`src/rtl/sc_rx_pkg.sv`:
```
package sc_rx_pkg;
  localparam int unsigned DATA_W = 8;
  localparam int unsigned SEL_W  = 3;

  typedef enum logic {
    PROTO_T0 = 1'b0,
    PROTO_T1 = 1'b1
  } proto_e;
endpackage

```
`src/rtl/sc_rx_store.sv`:
```
module sc_rx_store #(
  parameter int unsigned DATA_W = 8,
  parameter int unsigned SEL_W  = 3
) (
  input  logic              clk_i,
  input  logic              rst_ni,
  input  logic              wr_i,
  input  logic [DATA_W-1:0] wr_data_i,
  input  logic              rd_i,
  input  logic [SEL_W-1:0]  depth_sel_i,
  output logic [DATA_W-1:0] rd_data_o,
  output logic              empty_o,
  output logic              full_o,
  output logic              flush_o
);
  localparam int unsigned DEPTH_MAX = 1 << SEL_W;
  localparam int unsigned CNT_W     = SEL_W + 1;

  logic [DATA_W-1:0] mem_q [DEPTH_MAX];
  logic [SEL_W-1:0]  wr_ptr_q, rd_ptr_q, depth_q;
  logic [CNT_W-1:0]  cnt_q, depth_len;
  logic              wr_en, rd_en;

  assign depth_len = {1'b0, depth_q} + CNT_W'(1);
  assign flush_o   = depth_sel_i != depth_q;
  assign empty_o   = cnt_q == '0;
  assign full_o    = cnt_q == depth_len;
  assign wr_en     = wr_i & ~full_o & ~flush_o;
  assign rd_en     = rd_i & ~empty_o & ~flush_o;

  function automatic logic [SEL_W-1:0] ptr_inc(input logic [SEL_W-1:0] p,
                                               input logic [SEL_W-1:0] last);
    return (p == last) ? '0 : p + SEL_W'(1);
  endfunction

  for (genvar i = 0; i < DEPTH_MAX; i++) begin : g_entry
    always_ff @(posedge clk_i or negedge rst_ni) begin
      if (!rst_ni)                                mem_q[i] <= '0;
      else if (wr_en && wr_ptr_q == SEL_W'(i))    mem_q[i] <= wr_data_i;
    end
  end

  always_ff @(posedge clk_i or negedge rst_ni) begin
    if (!rst_ni) begin
      wr_ptr_q  <= '0;
      rd_ptr_q  <= '0;
      cnt_q     <= '0;
      depth_q   <= '0;
      rd_data_o <= '0;
    end else if (flush_o) begin
      wr_ptr_q <= '0;
      rd_ptr_q <= '0;
      cnt_q    <= '0;
      depth_q  <= depth_sel_i;
    end else begin
      if (wr_en) wr_ptr_q <= ptr_inc(wr_ptr_q, depth_q);
      if (rd_en) begin
        rd_ptr_q  <= ptr_inc(rd_ptr_q, depth_q);
        rd_data_o <= mem_q[rd_ptr_q];
      end
      case ({wr_en, rd_en})
        2'b10:   cnt_q <= cnt_q + CNT_W'(1);
        2'b01:   cnt_q <= cnt_q - CNT_W'(1);
        default: cnt_q <= cnt_q;
      endcase
    end
  end

  p_no_overflow_r3: assert property (@(posedge clk_i) disable iff (!rst_ni)
    cnt_q <= depth_len);
  p_full_drop_r3: assert property (@(posedge clk_i) disable iff (!rst_ni)
    (full_o && wr_i && !rd_i && !flush_o) |=> cnt_q == $past(cnt_q));
  p_empty_read_r4: assert property (@(posedge clk_i) disable iff (!rst_ni)
    (empty_o && rd_i) |=> $stable(rd_data_o));
  p_flush_r5: assert property (@(posedge clk_i) disable iff (!rst_ni)
    flush_o |=> empty_o);
endmodule

```
`src/rtl/sc_rx_parity.sv`:
```
module sc_rx_parity #(
  parameter int unsigned SEL_W = 3
) (
  input  logic             clk_i,
  input  logic             rst_ni,
  input  logic             rx_valid_i,
  input  logic             rx_par_ok_i,
  input  logic             proto_t1_i,
  input  logic [SEL_W-1:0] pec_sel_i,
  input  logic             pec_wr_i,
  input  logic             stat_rd_i,
  output logic             store_o,
  output logic             pe_o
);
  import sc_rx_pkg::*;

  logic [SEL_W-1:0] err_cnt_q;
  logic             armed_q, pe_q, bad, t0_bad, t0_trip, set_pe;
  proto_e           proto;

  assign proto   = proto_e'(proto_t1_i);
  assign bad     = rx_valid_i & ~rx_par_ok_i;
  assign t0_bad  = bad & (proto == PROTO_T0);
  assign t0_trip = t0_bad & armed_q & (err_cnt_q == pec_sel_i);
  assign set_pe  = t0_trip | (bad & (proto == PROTO_T1));
  assign store_o = rx_valid_i & (rx_par_ok_i | (proto == PROTO_T1));
  assign pe_o    = pe_q;

  always_ff @(posedge clk_i or negedge rst_ni) begin
    if (!rst_ni) begin
      err_cnt_q <= '0;
      armed_q   <= 1'b1;
    end else if (pec_wr_i) begin
      err_cnt_q <= '0;
      armed_q   <= 1'b1;
    end else if (proto == PROTO_T0 && rx_valid_i && armed_q) begin
      if (rx_par_ok_i) begin
        err_cnt_q <= '0;
      end else if (t0_trip) begin
        err_cnt_q <= '0;
        armed_q   <= 1'b0;
      end else begin
        err_cnt_q <= err_cnt_q + SEL_W'(1);
      end
    end
  end

  always_ff @(posedge clk_i or negedge rst_ni) begin
    if (!rst_ni)        pe_q <= 1'b0;
    else if (set_pe)    pe_q <= 1'b1;
    else if (stat_rd_i) pe_q <= 1'b0;
  end

  p_t1_first_error_r9: assert property (@(posedge clk_i) disable iff (!rst_ni)
    (rx_valid_i && !rx_par_ok_i && proto_t1_i) |=> pe_o);
  p_pe_sticky_r10: assert property (@(posedge clk_i) disable iff (!rst_ni)
    (pe_q && !stat_rd_i) |=> pe_q);
  p_disarmed_quiet_r8: assert property (@(posedge clk_i) disable iff (!rst_ni)
    (!armed_q && !pec_wr_i && !proto_t1_i && !pe_q) |=> !pe_q);
  p_good_clears_r7: assert property (@(posedge clk_i) disable iff (!rst_ni)
    (rx_valid_i && rx_par_ok_i && !proto_t1_i && !pec_wr_i) |=> err_cnt_q == '0);
endmodule

```
`src/rtl/sc_rx_fifo.sv`:
```
module sc_rx_fifo (
  input  logic       clk_i,
  input  logic       rst_ni,
  input  logic       rx_valid_i,
  input  logic [7:0] rx_data_i,
  input  logic       rx_par_ok_i,
  input  logic       proto_t1_i,
  input  logic [2:0] depth_sel_i,
  input  logic [2:0] pec_sel_i,
  input  logic       pec_wr_i,
  input  logic       rd_i,
  input  logic       stat_rd_i,
  output logic [7:0] rd_data_o,
  output logic       empty_o,
  output logic       full_o,
  output logic       pe_o,
  output logic       irq_no
);
  import sc_rx_pkg::*;

  logic store, flush;

  sc_rx_parity #(.SEL_W(SEL_W)) u_parity (
    .clk_i       (clk_i),
    .rst_ni      (rst_ni),
    .rx_valid_i  (rx_valid_i),
    .rx_par_ok_i (rx_par_ok_i),
    .proto_t1_i  (proto_t1_i),
    .pec_sel_i   (pec_sel_i),
    .pec_wr_i    (pec_wr_i),
    .stat_rd_i   (stat_rd_i),
    .store_o     (store),
    .pe_o        (pe_o)
  );

  sc_rx_store #(.DATA_W(DATA_W), .SEL_W(SEL_W)) u_store (
    .clk_i       (clk_i),
    .rst_ni      (rst_ni),
    .wr_i        (store),
    .wr_data_i   (rx_data_i),
    .rd_i        (rd_i),
    .depth_sel_i (depth_sel_i),
    .rd_data_o   (rd_data_o),
    .empty_o     (empty_o),
    .full_o      (full_o),
    .flush_o     (flush)
  );

  assign irq_no = ~pe_o;

  p_t0_drop_r6: assert property (@(posedge clk_i) disable iff (!rst_ni)
    (rx_valid_i && !rx_par_ok_i && !proto_t1_i && empty_o && !rd_i && !flush)
      |=> empty_o);
  p_irq_level_r10: assert property (@(posedge clk_i) disable iff (!rst_ni)
    $rose(pe_o) |-> !irq_no);
endmodule

```
`config.mk`:
```
export PLATFORM = sky130hd
export DESIGN_NAME = sc_rx_fifo
export DESIGN_NICKNAME = d
export VERILOG_FILES = /design/src/rtl/sc_rx_pkg.sv /design/src/rtl/sc_rx_store.sv /design/src/rtl/sc_rx_parity.sv /design/src/rtl/sc_rx_fifo.sv
export SDC_FILE = /design/constraint.sdc
export NUM_CORES = 1
export LEC_CHECK = 0
export CAP_MARGIN = 20
export CORE_ASPECT_RATIO = 2
export CORE_MARGIN = 4
export CORE_UTILIZATION = 50
export DETAILED_ROUTE_END_ITERATION = 10
export DONT_BUFFER_PORTS = 1
export PLACE_DENSITY = 0.68
export SETUP_SLACK_MARGIN = 0.2
export SYNTH_ARGS = -nofsm -noshare
export SYNTH_HDL_FRONTEND = slang
export SYNTH_SLANG_ARGS = --single-unit
```
`constraint.sdc`:
```
create_clock -name clk_i -period 2.8 [get_ports clk_i]
set_clock_uncertainty 0.1 [all_clocks]
set_input_delay 0.84 -clock clk_i [delete_from_list [all_inputs] [get_ports clk_i]]
set_output_delay 0.84 -clock clk_i [all_outputs]
set_load 0.02 [all_outputs]
```
* After elaboration in Yosys (flattened, before gate mapping)
Cells that the tools add are included.
W data, S select, Z words.
** Storage, ports and cells
- Register bits :: 90
- Memories :: 0
- Memory bits (read-only) :: 0
- Input bits :: 22
- Bits in writable memories :: 0
- Bits in latches :: 0
- Output and inout bits :: 12
- Logic and storage cells :: 98
** Operators by class
- $mul :: 0
- Reduce and logical (&&, ||, !) cells :: 20
- Div/mod/pow operators :: 0
- Eq/ne operators :: 15
- Bitwise gates (word level) :: 19
- Shifts and indexed selects :: 0
- Add/sub/neg operators :: 6
- Order comparisons :: 1
- Muxes and demuxes :: 21
** Operators by type and width (count)
- $mux W3 :: 10
- $bmux W8 S3 :: 1
- $mux W8 :: 2
- $eq A3 B3 Y1 const B :: 4
- $and A1 B1 Y1 :: 10
- $logic_and A1 B1 Y1 :: 10
- $reduce_bool A2 Y1 :: 5
- $add A3 B1 Y3 const B :: 3
- $eq A3 B3 Y1 :: 3
- $pmux W4 S2 :: 1
- $eq A3 B2 Y1 const B :: 2
- $mux W1 :: 6
- $not A1 Y1 :: 6
- $add A3 B1 Y4 const B :: 1
- $add A4 B1 Y4 const B :: 1
- $eq A4 B4 Y1 :: 1
- $ge A4 B4 Y1 const B :: 1
- $logic_not A4 Y1 :: 1
- $mux W4 :: 1
- $not A3 Y4 :: 1
- $sub A4 B1 Y4 const B :: 1
- $eq A3 B1 Y1 const B :: 1
- $logic_not A3 Y1 :: 1
- $ne A3 B3 Y1 :: 1
- 7 further kinds :: 8

* Longest topological paths before layout
- Word-level depth :: 9
- Gate-level depth with buffers :: 13
- Mapped depth without buffers :: 12

* By module
From an unflattened synthesis, not the netlist that was laid out.
** Second synthesis, totals
- Cells, all modules :: 329
- Area, all modules :: 4636.9 um^2
** By module, submodules not included
- sc_rx_store :: area an instance 4342.9 um^2, times used 1, cells an instance 299, seq. area each 2127.0 um^2
- sc_rx_parity :: area an instance 290.3 um^2, times used 1, cells an instance 29, seq. area each 126.4 um^2
- sc_rx_fifo :: area an instance 3.8 um^2, times used 1, cells an instance 1, seq. area each 0.0 um^2

* Worst setup path before layout
Ideal clock, no wire load.
- Path type :: input -> register
- Start point :: in depth_sel_i[1]
- End point :: reg u_store.cnt_q[3]
- Setup slack :: -399 ps
- Setup time :: 78 ps
- Data arrival time :: 3021 ps
- Stages :: 11
- Data required time :: 2622 ps
- Buffers on the path :: 2
- Path through :: xnor2_1 and4b_1 buf_2 buf_1 ha_1 ha_1 a21o_1 a21oi_1 xor2_1 or3_1 a21oi_1
** Between the ends
- Word-level cells in the longest chain between the ends :: 6
- Elaborated cells on any way between the ends :: 9
- Classes of those cells :: eq/ne (3); mux (2); bitwise (3); reduce/logical (1)
** Ends and longest elaborated chain
- start: declaration :: line sc_rx_fifo.sv:8 : input logic [2:0] depth_sel_i,
- $ne A3 B3 Y1 * :: line sc_rx_store.sv:25 : assign flush_o = depth_sel_i != depth_q;
- $not A1 Y1 :: line sc_rx_store.sv:28, sc_rx_store.sv:29
- $and A1 B1 Y1, on equally long branches :: line sc_rx_store.sv:29, sc_rx_store.sv:28
- $eq A2 B1 Y1 or $eq A2 B2 Y1 (tied branches) :: line sc_rx_store.sv:61 : case ({wr_en, rd_en})
- $pmux W4 S2 :: line sc_rx_store.sv:61
- $mux W4 :: line sc_rx_store.sv:50 : end else if (flush_o) begin
- end signal: assignment :: line sc_rx_store.sv:62 : 2'b10: cnt_q <= cnt_q + CNT_W'(1);
- end signal: assignment :: line sc_rx_store.sv:63 : 2'b01: cnt_q <= cnt_q - CNT_W'(1);
- end signal: assignment :: line sc_rx_store.sv:64 : default: cnt_q <= cnt_q;
- end: declaration :: line sc_rx_store.sv:21 : logic [CNT_W-1:0] cnt_q, depth_len;
Mark *: on every way between the ends. The rest lies on a longest branch, timed or not.
A chain may end at the register's enable or synchronous reset.

* Worst setup path in the final report
- Start point :: reg u_store.depth_q[0]
- End point :: reg u_store.cnt_q[3]
** Between the ends
- Word-level cells in the longest chain between the ends :: 8
- Elaborated cells on any way between the ends :: 13
- Classes of those cells :: add/sub (1); eq/ne (4); mux (2); bitwise (5); reduce/logical (1)
** Ends and longest elaborated chain
- start: declaration :: line sc_rx_store.sv:20 : logic [SEL_W-1:0] wr_ptr_q, rd_ptr_q, depth_q;
- start signal: assignment :: line sc_rx_store.sv:54 : depth_q <= depth_sel_i;
- $add A3 B1 Y4 :: line sc_rx_store.sv:24 : assign depth_len = {1'b0, depth_q} + CNT_W'(1);
- $eq A4 B4 Y1 :: line sc_rx_store.sv:27 : assign full_o = cnt_q == depth_len;
- $not A1 Y1 :: line sc_rx_store.sv:28 : assign wr_en = wr_i & ~full_o & ~flush_o;
- $and A1 B1 Y1 (2 in a row) :: line sc_rx_store.sv:28
- $eq A2 B1 Y1 or $eq A2 B2 Y1 (tied branches) :: line sc_rx_store.sv:61
- $pmux W4 S2 :: line sc_rx_store.sv:61
- $mux W4 :: line sc_rx_store.sv:50
Several ways; a longest one is shown, not always the timed one.

==> results.txt <==
Status: completed
Reg clk slew, reported paths: 0.07 ns
Hold Slack: 0.08981 ns
Layout cells sized above 1: 39.64%
I/O pin count: 34
Dpl cell area: 4654 µm²
DRC viols: 0
Clk_lat worst skew: 0.34 ns
Final Cycle Share: 93.37%
Final WL: 8983 µm
Post-route minimum period: 2.614 ns
DR vias: 2539
Drt first-iter violations: 155
Layout Nets: 363
Root buffer cell: clkbuf_16
Die Wd: 74.30 µm
Synth warn: 0
Placement row count: 48
N_diodes: 0
Die area: 10450 µm²
Critical Path Sink Type: register
Htree depth: 3
Crit path DAT: 2.79 ns
Core area: 8588 µm²
F_max: 382.5 MHz
Worst EP required: 2.97 ns
P_leak: 2.351 nW
CTS tree: yes
Syn nets: 345
PwrDens: 601.1 nW/µm²
Highest-count cells in the layout ignoring fill and taps: dfrtp_1, mux2_2, buf_4
Worst VDD drop: 0.4002 mV
Global route overflow: 0
Post-route cell area: 5052 µm²
Number of port buffers: 0
Slew Limit Fails: 0
Final GP Congestion: 0.7951
Number of synthesized register bits: 90
Max-cap violations: 0
Post-DP HPWL: 6128 µm
First-pass GRT wire length: 14660 µm
Initial antenna violation count: 0
Unrepaired setup endpoints after global routing: yes
Met2 WL: 4911 µm
DR vias/cell: 5.864
WL met1: 3463 µm
Critical path class: register to register
Final setup TNS: 0 ns
All-layer global routing usage: 19.33%
Routed WL per cell: 20.75 µm
Number of nets still failing antenna checks after routing: 0
Met3 WL: 398 µm
Initial core utilization: 51.18%
Synthesized cell area: 4395 µm²
Largest net degree at the start of global routing: 91
Synth unique cells: 39
Drt pass-1 iters: 4
Chip height: 140.6 µm
# setup viols final: 0
Startpoint types: register
CP Max Fanout: 3
Fin. Hold Viols: 0
Cts bufs inserted: 9
TritonCTS Sinks: 90
Clk buf depth: 2
DR top layer: met4
Area Growth Syn to Fin: 14.94%
Worst-Margin Slew: 0.6849 ns
Hold WC Path Type: input pin to asynchronous set/reset pin
Most common cell after layout, fill and taps aside: dfrtp_1
Via count of the first global-routing pass: 2778
Syn avg cell area: 14.18 µm²
Synth Instances: 310
Slew Limit Headroom: 54.34%
Register area share after synthesis: 51.27%
## worst paths after layout
kind,startpoint,end,slack [ns],depth (start not counted)
worst max-delay path,u_store.depth_q[0]$_DFFE_PN0N_,u_store.cnt_q[3]$_DFFE_PN0P_,0.19,12
worst min-delay path,rst_ni,u_store.depth_q[0]$_DFFE_PN0N_,0.09,0
worst max register to register,u_store.depth_q[0]$_DFFE_PN0N_,u_store.cnt_q[3]$_DFFE_PN0P_,0.19,12
worst min register to register,u_store.mem_q[13]$_DFFE_PN0P_,u_store.mem_q[13]$_DFFE_PN0P_,0.39,1
max in group asynchronous,rst_ni,u_parity.armed_q$_DFFE_PN1P_,2.31,0
min in group clk_i,u_store.mem_q[13]$_DFFE_PN0P_,u_store.mem_q[13]$_DFFE_PN0P_,0.39,1
## Yosys cell counts
| library cell | n | area share (%) |
|---|---|---|
| a211oi_2 | 1 | 0.28 |
| a21o_1 | 2 | 0.34 |
| a21oi_1 | 14 | 1.6 |
| a22o_1 | 2 | 0.40 |
| a31oi_1 | 2 | 0.28 |
| and2_1 | 2 | 0.28 |
| and3_1 | 1 | 0.14 |
| and4b_1 | 1 | 0.23 |
| buf_1 | 2 | 0.17 |
| buf_2 | 5 | 0.57 |
| buf_6 | 1 | 0.26 |
| clkbuf_1 | 6 | 0.51 |
| dfrtp_1 | 89 | 51 |
| dfstp_2 | 1 | 0.60 |
| fa_1 | 1 | 0.46 |
| ha_1 | 12 | 3.4 |
| inv_1 | 7 | 0.60 |
| mux2_1 | 7 | 1.8 |
| mux2_2 | 59 | 15 |
| mux2i_1 | 13 | 3.0 |
| mux4_2 | 16 | 8.2 |
| nand2_1 | 8 | 0.68 |
| nand2_2 | 2 | 0.28 |
| nand2b_1 | 2 | 0.28 |
| nand3_1 | 2 | 0.23 |
| nand3_2 | 1 | 0.23 |
| nand3_4 | 6 | 2.4 |
| nor2_1 | 16 | 1.4 |
| nor3_1 | 2 | 0.23 |
| nor4_1 | 1 | 0.14 |
| nor4b_1 | 1 | 0.20 |
| o21ai_0 | 2 | 0.23 |
| o31a_1 | 1 | 0.20 |
| o32ai_1 | 1 | 0.20 |
| o41ai_1 | 1 | 0.20 |
| or3_1 | 1 | 0.14 |
| xnor2_1 | 8 | 1.6 |
| xor2_1 | 10 | 2.0 |
| xor3_1 | 1 | 0.54 |
## cells by family (layout without fill, tap and decap cells)
group,after synthesis,after routing,share of synthesized area [%]
AO/OA/AOI/OAI,26,26,3.729
XOR/XNOR,19,19,4.127
adder cells (fa/ha/maj),13,13,3.871
buffers and inverters,21,44,2.106
flip-flops,90,90,51.27
multiplexers,95,95,28.07
AND/OR/NAND/NOR,46,46,6.832
## layer usage
layer / track usage [%] / vias to the layer above
met3: 5.353 / 13
met1: 21.87 / 1336
met2: 33.10 / 33
li1: - / 1157
met5: 0 / -
met4: 8.537 / 0
## registers in the layout, summed over array words and instances (netlist names)
signal / flops
u_store.depth_q: 3
u_store.rd_ptr_q: 3
u_store.cnt_q: 4
u_parity.armed_q: 1
u_store.mem_q: 64
u_parity.pe_o: 1
u_store.wr_ptr_q: 3
u_parity.err_cnt_q: 3
u_store.rd_data_o: 8
## worst max-delay path, stage by stage (launching register included)
cell      delay, ns
dfrtp_1        0.38
ha_1           0.30
xor2_1         0.19
nor3_2         0.08
a211oi_2       0.25
inv_2          0.07
ha_4           0.18
ha_4           0.20
a21o_1         0.15
a21oi_2        0.12
xor2_1         0.08
or3_1          0.30
a21oi_1        0.12
## what timing repair did
item	in CTS	in global routing
hold buffers	0	0
pin swaps	2	0
setup buffers	1	3
resized for setup	4	1
setup endpoints to repair	3	3
## through the flow
step / util (%) / setup slack [ns] / power [mW] / instances
finish: 58.83 / 0.1857 / 3.037 / 433
global route: 58.83 / 0.03154 / 3.154 / 433
CTS: 58.54 / 0.1242 / 3.067 / 430
detailed placement: 54.20 / -0.04963 / 1.670 / 413
global placement: 54.20 / -0.003833 / 1.661 / 413
floorplan: - / -0.1594 / 1.616 / 310
## report_power, final
group	switching (mW)	internal, mW
Sequential	0.0413	1.37
Combinational	0.0927	0.148
Clock	0.491	0.899
Total	0.625	2.41
## cell type report
class                   count  area [µm²]
fillers                   682        3536
flip-flops and latches     90        2255
multi-input cells         199        2143
clock buffers              12       246.5
repair buffers             21       157.7
well taps                 100       125.1
clock inverters             4       98.84
inverters                   7       26.28
Power figures use the tool's default switching activity.
